### config.mk
export PLATFORM = sky130hd
export DESIGN_NAME = dwn_load_counter
export DESIGN_NICKNAME = d
export VERILOG_FILES = /design/src/rtl/dlc_pkg.sv /design/src/rtl/dlc_loader.sv /design/src/rtl/dlc_cell.sv /design/src/rtl/dwn_load_counter.sv
export SDC_FILE = /design/constraint.sdc
export NUM_CORES = 1
export LEC_CHECK = 0
export BUFFER_PORTS_ARGS = -buffer_cell sky130_fd_sc_hd__buf_2
export CAP_MARGIN = 0
export CORE_MARGIN = 4
export CORE_UTILIZATION = 61
export CTS_CLUSTER_DIAMETER = 30
export CTS_CLUSTER_SIZE = 25
export DETAILED_ROUTE_END_ITERATION = 8
export GPL_ROUTABILITY_DRIVEN = 0
export GPL_TIMING_DRIVEN = 0
export MAX_ROUTING_LAYER = met4
export PLACE_DENSITY_LB_ADDON = 0.08
export SLEW_MARGIN = 40
export SYNTH_ARGS = -nofsm -noshare
export SYNTH_HDL_FRONTEND = slang
export SYNTH_SLANG_ARGS = --single-unit
### constraint.sdc
create_clock -name clk -period 1.8 [get_ports clk]
set_clock_uncertainty 0.1 [all_clocks]
set_input_delay 0.18 -clock clk [delete_from_list [all_inputs] [get_ports clk]]
set_output_delay 0.18 -clock clk [all_outputs]
set_load 0.01 [all_outputs]
### src/rtl/dlc_pkg.sv
package dlc_pkg;
  // Per-bit digit held by each cell
  typedef enum logic [1:0] {
    DG_ZERO = 2'b00,  // bit is 0, some higher bit is 1
    DG_ONE  = 2'b01,  // bit is 1
    DG_NIL  = 2'b10   // bit and all higher bits are 0
  } digit_t;

  typedef enum logic {
    OP_DEC  = 1'b0,
    OP_LOAD = 1'b1
  } op_t;
endpackage

### src/rtl/dlc_loader.sv
module dlc_loader
  import dlc_pkg::*;
#(
  parameter int WIDTH = 8
) (
  input  logic [WIDTH-1:0]      word_i,
  output logic [WIDTH-1:0][1:0] dig_o
);
  // clr_above[b] : every bit at position >= b is clear
  logic [WIDTH:1] clr_above;
  assign clr_above[WIDTH] = 1'b1;

  for (genvar b = WIDTH - 1; b >= 0; b--) begin : g_bit
    if (b > 0) begin : g_flag
      assign clr_above[b] = clr_above[b+1] & ~word_i[b];
    end
    assign dig_o[b] = word_i[b]       ? DG_ONE :
                      clr_above[b+1]  ? DG_NIL : DG_ZERO;
  end
endmodule

### src/rtl/dlc_cell.sv
module dlc_cell
  import dlc_pkg::*;
#(
  parameter int WIDTH = 8,
  parameter int IDX   = 0
) (
  input  logic                  clk,
  input  logic                  rst,
  input  logic                  push_i,
  input  logic                  push_op_i,
  input  logic [WIDTH-1:0][1:0] push_dig_i,
  input  logic                  up_busy_i,
  input  logic                  up_nil_i,
  output logic                  busy_o,
  output logic                  fwd_o,
  output logic                  fwd_op_o,
  output logic [WIDTH-1:0][1:0] fwd_dig_o,
  output logic                  nil_o
);
  logic                  full_q;
  op_t                   op_q;
  logic [WIDTH-1:0][1:0] dig_q;
  digit_t                st_q, st_d;
  logic                  go, fwd;

  // act only when the cell above has settled
  assign go = full_q & ~up_busy_i;

  always_comb begin
    st_d = st_q;
    fwd  = 1'b0;
    if (go) begin
      if (op_q == OP_LOAD) begin
        st_d = digit_t'(dig_q[IDX]);
        fwd  = 1'b1;
      end else if (st_q == DG_ONE) begin
        st_d = up_nil_i ? DG_NIL : DG_ZERO;
      end else begin
        st_d = DG_ONE;
        fwd  = 1'b1;
      end
    end
  end

  always_ff @(posedge clk) begin
    if (rst) begin
      full_q <= 1'b0;
      op_q   <= OP_DEC;
      dig_q  <= '0;
      st_q   <= DG_NIL;
    end else begin
      if (push_i) begin
        full_q <= 1'b1;
        op_q   <= op_t'(push_op_i);
        dig_q  <= push_dig_i;
      end else if (go) begin
        full_q <= 1'b0;
      end
      st_q <= st_d;
    end
  end

  assign busy_o    = full_q;
  assign fwd_o     = fwd;
  assign fwd_op_o  = op_q;
  assign fwd_dig_o = dig_q;
  assign nil_o     = (st_q == DG_NIL);
endmodule

### src/rtl/dwn_load_counter.sv
module dwn_load_counter
  import dlc_pkg::*;
#(
  parameter int WIDTH = 8
) (
  input  logic             clk,
  input  logic             rst,
  input  logic             cmd_valid,
  output logic             cmd_ready,
  input  logic             cmd_op,
  input  logic [WIDTH-1:0] cmd_data,
  output logic             zero_o
);
  logic [WIDTH-1:0][1:0]         conv;
  logic [WIDTH:0]                push, push_op, busy, nil;
  logic [WIDTH:0][WIDTH-1:0][1:0] pdig;

  dlc_loader #(.WIDTH(WIDTH)) u_load (
    .word_i (cmd_data),
    .dig_o  (conv)
  );

  assign push[0]     = cmd_valid & cmd_ready;
  assign push_op[0]  = cmd_op;
  assign pdig[0]     = conv;
  assign busy[WIDTH] = 1'b0;   // above the top: always idle
  assign nil[WIDTH]  = 1'b1;   // above the top: always zero

  for (genvar i = 0; i < WIDTH; i++) begin : g_cell
    dlc_cell #(.WIDTH(WIDTH), .IDX(i)) u_cell (
      .clk        (clk),
      .rst        (rst),
      .push_i     (push[i]),
      .push_op_i  (push_op[i]),
      .push_dig_i (pdig[i]),
      .up_busy_i  (busy[i+1]),
      .up_nil_i   (nil[i+1]),
      .busy_o     (busy[i]),
      .fwd_o      (push[i+1]),
      .fwd_op_o   (push_op[i+1]),
      .fwd_dig_o  (pdig[i+1]),
      .nil_o      (nil[i])
    );
  end

  // commands leaving the top cell are dropped
  logic unused_cap;
  assign unused_cap = ^{push[WIDTH], push_op[WIDTH], pdig[WIDTH]};

  assign cmd_ready = ~busy[0];
  assign zero_o    = nil[0];
endmodule

==> summary.md <==
| Metric | Value |
|---|---|
| RSZ-0062 raised after global routing | `false` |
| First-pass iteration count of the detailed router | `4` |
| Synth Instances | `433` |
| CTS H-tree lvls | `3` |
| Hold Violations, Final | `0` |
| Fillers | `496` |
| Vias/cell | `5.52` |
| Hold WC Path Type | `primary input to flip-flop` |
| Critical path class | `flip-flop to flip-flop` |
| CP Launch Point | `g_cell[2].u_cell.busy_o` |
| Area of the multi-input gates | `1810 um2` |
| Total negative slack | `0 ns` |
| Largest net degree at the start of global routing | `19` |
| Yosys cell types | `45` |
| Crit Reg-Reg Startpoint | `g_cell[2].u_cell.busy_o` |
| Worst setup SP type | `flip-flop` |
| Total die area | `8070 um2` |
| Worst Tran Pin Value | `0.666 ns` |
| Fin area | `4530 um2` |
| VDD IR max | `0.540 mV` |
| Static leakage | `1.59 nW` |
| Crit path to | `g_cell[2].u_cell.fwd_dig_o[14]` |
| Drt drc | `0` |
| Yosys warns | `0` |
| Crit-path slowest cell | `dfxtp_1` |
| Initial antenna violation count | `0` |
| Hold Path Origin | `cmd_data[7]` |
| Root buffer cell | `clkbuf_8` |
| Clock Pin Slew Worst Setup and Hold Paths | `0.10 ns` |
| Critical path fanouts, max | `10` |
| Synthesized area | `4090 um2` |
| Flops & latches, synth | `~100` |
| Routed wire length per instance | `between 10 and 15 um` |
| Register share of total power | `between 50% and 60%` |
| Die width | `89.9 um` |
| P per Cell Area | `897 nW/um2` |
| Reg-to-reg setup timing slack | `about 0.30 ns` |
| Comb power frac | `between 6 and 7%` |
| Clock period minus final worst setup slack | `~1.5 ns` |
| Most common cell after layout, fill and taps aside | `dfxtp_1` |
| Core area | `~6400 um2` |
| Clk sinks | `104` |
| Chip height | `89.9 um` |
| CTS Buf Count | `9` |
| Fmax achieved | `669 MHz` |
| Fin crit share | `83.1%` |
| Worst path depth | `4` |
| Cell area after placement | `4250 um2` |
| Crit path cell chain | `nand2b_1 > nor2_2 > buf_6 > mux2i_1` |
| Syn-to-layout area delta | `10.8%` |
| Max-Cap Viols | `0` |
| Syn Nets | `445` |
| CP required | `1.99 ns` |
| Total GRT Usage | `22.1%` |
| Routed WL | `just over 8000 um` |
| Sequential share of the synthesized area | `50.9%` |
| DR iter-0 viols | `between 150 and 200` |
| FP Rows | `29` |
| Setup crit end kind | `flip-flop` |
| Post-route core utilization | `70.5%` |
| Pint | `3.09 mW` |
| First-pass GRT wire length | `14200 um` |
| Grt total ovfl | `0` |
| CP top delay family | `simple AND/OR/NAND/NOR gates` |
| Nets | `477` |
| Sw Share | `approximately a quarter` |
| Clock Power Share | `35.9%` |
| Status | `completed` |
| FF-to-FF End | `g_cell[2].u_cell.fwd_dig_o[14]` |
| Post-DP HPWL | `roughly 6000 um` |
| Clk_lat worst skew | `0.36 ns` |
| Post-CTS setup buffer count | `0` |
| Rel. slew slack | `55.6%` |
| CTS max path bufs | `2` |
| Vias in the first global route | `2981` |
| CTS tree | `yes` |
| Share of cells above drive strength 1 | `12.8%` |
| R2R cell count | `4` |
| Pwr Total | `4.06 mW` |
| Port bufs | `13` |
| Psw | `975 uW` |
| Io pins | `14` |
| Slowest stage delay, CP | `around 0.34 ns` |
| Vias | `3021` |
| Max-slew violations | `0` |
| Detail Route Antenna Nets | `0` |
| Worst path arrival time | `1.69 ns` |
| Register area | `2080 um2` |
| Antenna cells | `0` |
| Syn avg cell area | `9.44 um2` |
| Commonest non-fill, non-tap cells in the layout | `104 x dfxtp_1, 100 x nand2_1, 49 x mux2i_1` |
| Starting density of the core | `63.6%` |
| CP bufs+invs | `1` |
| Endpoints failing setup | `0` |
## sequential cells by signal, summed over array words and instances (netlist names)
signal / cells
g_cell.u_cell.fwd_dig_o: 72
g_cell.u_cell.busy_o: 8
g_cell.u_cell.st_q: 16
g_cell.u_cell.fwd_op_o: 8
## power by group through the flow
stage	logic (mW)	registers [mW]	clock network (mW)
after floorplan	0.164	2.41	0
after detailed placement	0.234	2.41	0
final	0.247	2.36	1.46
after global routing	0.276	2.36	1.58
after CTS	0.247	2.36	1.48
after global placement	0.230	2.41	0
## what timing repair did
action	CTS	global route
hold buffers	8	0
gates resized for setup	0	0
endpoints found under the hold margin	8	0
## cells by family (layout without fill, tap and decap cells)
| kind of cell | Yosys count | count (layout) | share of synthesized area, % |
|---|---|---|---|
| buf+inv | 37 | 74 | 4.87 |
| simple gates | 166 | 166 | 20.2 |
| compound gates | 77 | 77 | 12.0 |
| flops | 104 | 104 | 50.9 |
| mux | 49 | 49 | 12.0 |
## through the flow
stage          cells  setup slack [ns]  hold WS (ns)
6_report         547             0.304        0.0168
4_1_cts          547             0.275        0.0118
3_5_place_dp     523             0.153         0.342
2_1_floorplan    433             0.452         0.216
3_3_place_gp     523             0.145         0.334
5_1_grt          547             0.160        0.0299
## worst reg2reg max path: cells and delay by family, from the launching register on
kind	cells	cell delay (ns)
flops	1	0.34
buf+inv	1	0.23
simple gates	2	0.57
mux	1	0.19
## layout make-up
type,count,share of cell area (%)
repair buffers,21,3.20
multi-input cells,292,39.9
plain buffers,23,3.23
inverters,14,1.16
flip-flops and latches,104,46.0
clock inverters,7,1.71
clock buffers,9,2.73
well taps,77,2.13
## Yosys cell counts, drive strengths merged
cell	number	area share, %
nor2b	5	0.77
mux2i	49	12
a211o	5	1.1
a32oi	7	1.5
dfxtp	104	51
inv	14	1.3
nor4	1	0.31
or3	1	0.15
o211a	1	0.24
nor4b	1	0.21
or2	3	0.46
and2	2	0.31
or4	1	0.18
nand2	100	9.2
o32ai	1	0.21
a31o	8	1.7
nand3	3	0.37
nand3b	1	0.18
nor3	9	1.1
a21oi	37	4.6
a22oi	1	0.18
a31oi	1	0.15
nand4	2	0.31
o311ai	1	0.21
nor2	10	1.2
or3b	2	0.43
o21ai	9	1.1
clkbuf	10	0.95
buf	13	2.6
nor3b	6	1.9
o22ai	4	0.61
o21a	2	0.37
nand2b	19	3.1
## routing by layer
layer	part of all wire (%)	vias to the layer above	GRT usage, %
met1	46	1407	26.2
met2	48	43	37.5
met3	3.1	16	4.42
met4	2.2	0	7.91
met5	0	-	-
li1	-	1555	-
## worst min path at each step
stage                                     end  slack, ns  cells past startpoint
3_5_place_dp    g_cell[0].u_cell.fwd_dig_o[0]       0.34                      3
2_1_floorplan   g_cell[0].u_cell.fwd_dig_o[2]       0.22                      2
4_1_cts        g_cell[0].u_cell.fwd_dig_o[14]       0.01                      3
5_1_grt        g_cell[0].u_cell.fwd_dig_o[11]       0.03                      3
6_report       g_cell[0].u_cell.fwd_dig_o[14]       0.02                      3
3_3_place_gp        g_cell[0].u_cell.fwd_op_o       0.33                      3
No activity file was read; power rests on OpenSTA's default activity.
